## config.mk

```make
export PLATFORM = sky130hd
export DESIGN_NAME = csa_adder
export DESIGN_NICKNAME = d
export VERILOG_FILES = /design/src/rtl/csa_pkg.sv /design/src/rtl/csa_bit_cell.sv /design/src/rtl/csa_skip_mux.sv /design/src/rtl/csa_group.sv /design/src/rtl/csa_adder.sv
export SDC_FILE = /design/constraint.sdc
export NUM_CORES = 1
export LEC_CHECK = 0
export BUFFER_PORTS_ARGS = -buffer_cell sky130_fd_sc_hd__buf_4
export CAP_MARGIN = 20
export CORE_AREA = 4 4 45 47
export DETAILED_ROUTE_END_ITERATION = 10
export DIE_AREA = 0 0 49 51
export GPL_TIMING_DRIVEN = 1
export PLACE_DENSITY = 0.85
export SKIP_LAST_GASP = 1
export SLEW_MARGIN = 30
export SYNTH_ARGS = -nofsm -noshare
export SYNTH_HDL_FRONTEND = slang
export SYNTH_SLANG_ARGS = --single-unit
```

## constraint.sdc

```tcl
create_clock -name vclk -period 14.45
set_clock_uncertainty 0.15 [all_clocks]
set_input_delay 2.89 -clock vclk [all_inputs]
set_output_delay 2.89 -clock vclk [all_outputs]
set_load 0.1 [all_outputs]
```

## src/rtl/csa_pkg.sv

```systemverilog
package csa_pkg;
    // Classification of one bit position of the operands.
    typedef struct packed {
        logic gen;
        logic prop;
        logic kill;
    } bit_stat_t;
endpackage

```

## src/rtl/csa_bit_cell.sv

```systemverilog
module csa_bit_cell
    import csa_pkg::*;
(
    input  logic      a_bit,
    input  logic      b_bit,
    output bit_stat_t stat
);
    always_comb begin
        stat.gen  = a_bit & b_bit;
        stat.prop = a_bit ^ b_bit;
        stat.kill = ~a_bit & ~b_bit;
    end
endmodule

```

## src/rtl/csa_skip_mux.sv

```systemverilog
module csa_skip_mux (
    input  logic skip_sel,
    input  logic carry_bypass,
    input  logic carry_ripple,
    output logic carry_out
);
    always_comb begin
        carry_out = skip_sel ? carry_bypass : carry_ripple;
    end
endmodule

```

## src/rtl/csa_group.sv

```systemverilog
module csa_group
    import csa_pkg::*;
#(
    parameter int GROUP = 4
) (
    input  logic                  [GROUP-1:0] a,
    input  logic                  [GROUP-1:0] b,
    input  logic                              cin,
    output logic                  [GROUP-1:0] sum,
    output logic                              cout,
    output logic                              prop_all,
    output bit_stat_t [GROUP-1:0]             bit_status
);
    logic [GROUP:0]   chain;
    logic [GROUP-1:0] prop_vec;

    assign chain[0] = cin;

    for (genvar i = 0; i < GROUP; i++) begin : g_bit
        csa_bit_cell u_cell (
            .a_bit (a[i]),
            .b_bit (b[i]),
            .stat  (bit_status[i])
        );
        assign prop_vec[i]  = bit_status[i].prop;
        assign chain[i+1]   = bit_status[i].gen | (bit_status[i].prop & chain[i]);
        assign sum[i]       = bit_status[i].prop ^ chain[i];
    end

    assign prop_all = &prop_vec;

    csa_skip_mux u_skip (
        .skip_sel     (prop_all),
        .carry_bypass (cin),
        .carry_ripple (chain[GROUP]),
        .carry_out    (cout)
    );
endmodule

```

## src/rtl/csa_adder.sv

```systemverilog
module csa_adder
    import csa_pkg::*;
#(
    parameter int WIDTH = 16,
    parameter int GROUP = 4
) (
    input  logic [WIDTH-1:0] a,
    input  logic [WIDTH-1:0] b,
    input  logic             cin,
    output logic [WIDTH-1:0] sum,
    output logic             cout
);
    localparam int NGRP = WIDTH / GROUP;

    if ((WIDTH % GROUP) != 0) begin : g_bad_group
        $error("csa_adder: GROUP must divide WIDTH evenly");
    end

    logic [NGRP:0]            grp_carry;
    logic [NGRP-1:0]          grp_prop;
    bit_stat_t [WIDTH-1:0]    bit_status;

    assign grp_carry[0] = cin;

    for (genvar k = 0; k < NGRP; k++) begin : g_grp
        csa_group #(.GROUP(GROUP)) u_grp (
            .a          (a[k*GROUP +: GROUP]),
            .b          (b[k*GROUP +: GROUP]),
            .cin        (grp_carry[k]),
            .sum        (sum[k*GROUP +: GROUP]),
            .cout       (grp_carry[k+1]),
            .prop_all   (grp_prop[k]),
            .bit_status (bit_status[k*GROUP +: GROUP])
        );
    end

    assign cout = grp_carry[NGRP];
endmodule

```

==> summary.txt <==
Timing
  – Least-Margin Pin Slew: 283.7 ps
  – Unrepaired setup endpoints after global routing: no
  – Total Neg Setup Slack: 0 ps
  – Relative slew slack: 81.24%
  – Max Slew Vio Count: 0
  – Period utilisation layout: 92.21%
  – Period minus WS final: 13320 ps
  – Fmax: 75.05 MHz
  – Final setup vio count: 0
  – Final Hold Fails: 0

Global route
  – First-pass GRT wire length: 2835 microns
  – Antenna violations before repair: 0
  – Largest net degree at the start of global routing: 4
  – Vias in the first global route: 673
  – GRT Overall Usage: 13.89%
  – Total grt overflow: 0

Die
  – Total die area: 0.002499 sq mm
  – Core area: 0.001652 sq mm
  – Die height: 51 microns
  – Site row count: 15
  – # IOs: 50
  – Initial core utilization: 38.94%
  – Die span in x: 49 microns

Logic synthesis
  – Synth Cell Area: 643.1 sq um
  – Top cells by area, synth: fa_1, ha_1, inv_1, nand4_1, mux2_4
  – Yosys top cell by area: fa_1
  – Distinct cell type count after synthesis: 11
  – Cells after Synth: 55
  – Seq/Total Area, Yosys: 0%
  – Yosys warning total: 0
  – Avg Cell Area, Syn: 11.69 sq um
  – Yosys top cell area share: 49.81%
  – Mapped Nets: 120

Placement
  – PortBufs: 50
  – Global placement routability congestion: 0.7384
  – DP HPWL: 1628 microns

Finish
  – Filler cells: 136
  – Clk_buf instances: 0
  – Nets: 172
  – Antenna Cells: 0
  – Area Growth Syn to Fin: 61.67%
  – FF+latch area: 0 sq um
  – Share of cells above drive strength 1: 49.52%
  – Final Util: 62.95%
  – Sequential cells: 0

Route
  – WL per Instance: 13.52 microns
  – Vias per std cell: 4.664
  – Drt first pass iters: 3
  – Routed Antenna Nets: 0
  – Iter 0 DRT Violations: 1
  – Final WL: 1649 microns
  – Routed via count: 569
  – DR DRC count: 0

Hold path
  – Hold Path Class: in -> out
  – Hold depth: 3
  – Hold Path End: sum[10]
  – Hold path startpoint: b[10]

Run status
  – Outcome: complete, no violations

Power
  – Power Internal: 26.30 uW
  – Switch Pwr: 90.20 uW
  – Worst IR Drop VDD: 0.00004846 V
  – Clock share of power: 0%
  – Leak: 0.0005621 uW
  – Logic pwr share: 100.0%
  – Switching Fraction: 77.43%
  – Sequential Power Share: 0%
  – Pwr/cell area: 112.0 mW/mm^2

Setup path
  – Worst Path Arrival: 10280 ps
  – Critical Path End Type: output pin
  – Worst Setup Start Kind: input pin
  – Worst Path Required: 11410 ps
  – Crit path kind: in -> out
  – Crit-path max FO: 3

CTS
  – Resized cells post-CTS: 0
  – Post-CTS Hold Buffers: 0
  – Post-CTS Setup Inserts: 0

Flow run
  – Max-Cap Viols: 0
## synthesized netlist by cell type, drive strengths merged
| cell | number |
|---|---|
| a21oi | 1 |
| a22oi | 1 |
| a41oi | 1 |
| fa | 16 |
| ha | 16 |
| inv | 9 |
| mux2 | 1 |
| nand2 | 2 |
| nand4 | 4 |
| nor2 | 3 |
| o21ai | 1 |
## layout make-up
type	count	area [sq um]	share of cell area, %
Inverter	9	33.78	3.249
Multi-Input combinational cell	46	609.3	58.60
Tap cell	17	21.27	2.046
Timing Repair Buffer	50	375.4	36.10
## critical path: stages
cell and delay (ps):
buf_4 110, inv_1 70, fa_1 170, inv_1 50, fa_1 380, fa_1 390, fa_1 360, mux2_4 300
fa_1 390, fa_1 390, fa_1 390, fa_1 380, a41oi_1 230, nor2_1 100, fa_1 410, fa_1 390
fa_1 390, fa_1 390, nand2_1 80, nand2_1 70, fa_1 380, fa_1 380, fa_1 360, inv_1 90
fa_1 400, inv_1 60, buf_4 280
## layer usage
metal	vias up	part of all wire (%)	track usage, %
li1	272	-	-
met1	280	32	13.39
met2	17	63	31.74
met3	0	5.0	1.458
met4	0	0	0
met5	-	0	0
## power by group through the flow
stage               Clock [uW]  Sequential (uW)  Combinational (uW)
floorplan                    0                0                95.1
detailed placement           0                0                 117
global placement             0                0                 115
global route                 0                0                 122
finish                       0                0                 116
CTS                          0                0                 117
## kinds of logic (layout without fill, tap and decap cells)
family / after synthesis / in the layout / share of synthesized area [%]
compound gates: 4 / 4 / 4.669
fa+ha+maj: 32 / 32 / 80.93
buf+inv: 9 / 59 / 5.253
mux: 1 / 1 / 2.334
simple gates: 9 / 9 / 6.809
## cells in the final DEF, fill, tap and decap left out
cell and count:
buf_4 50, fa_1 16, ha_1 16, inv_1 9, nand4_1 4, nor2_1 3, nand2_1 2, mux2_4 1
a41oi_1 1, o21ai_2 1, a21oi_1 1, a22oi_1 1
## metrics by stage
stage               hold slack [ps]  power (uW)  cells  setup slack (ps)  instance area [sq um]
global placement               6152       115.2    122              1225                   1040
CTS                            6152       117.5    122              1045                   1040
global route                   6177       122.4    122             847.1                   1040
detailed placement             6152       117.4    122              1060                   1040
floorplan                      6175       95.06     55              1309                  643.1
finish                         6151       116.5    122              1126                   1040
## worst max path at each step
stage,from,depth (start not counted),to,slack [ps]
final,a[0],27,sum[15],1130
after global routing,a[0],27,sum[15],850
after CTS,a[0],27,sum[15],1050
after detailed placement,a[0],27,sum[15],1060
after global placement,a[0],27,sum[15],1220
after floorplan,a[0],25,sum[15],1310
No activity file was read; power rests on OpenSTA's default activity.
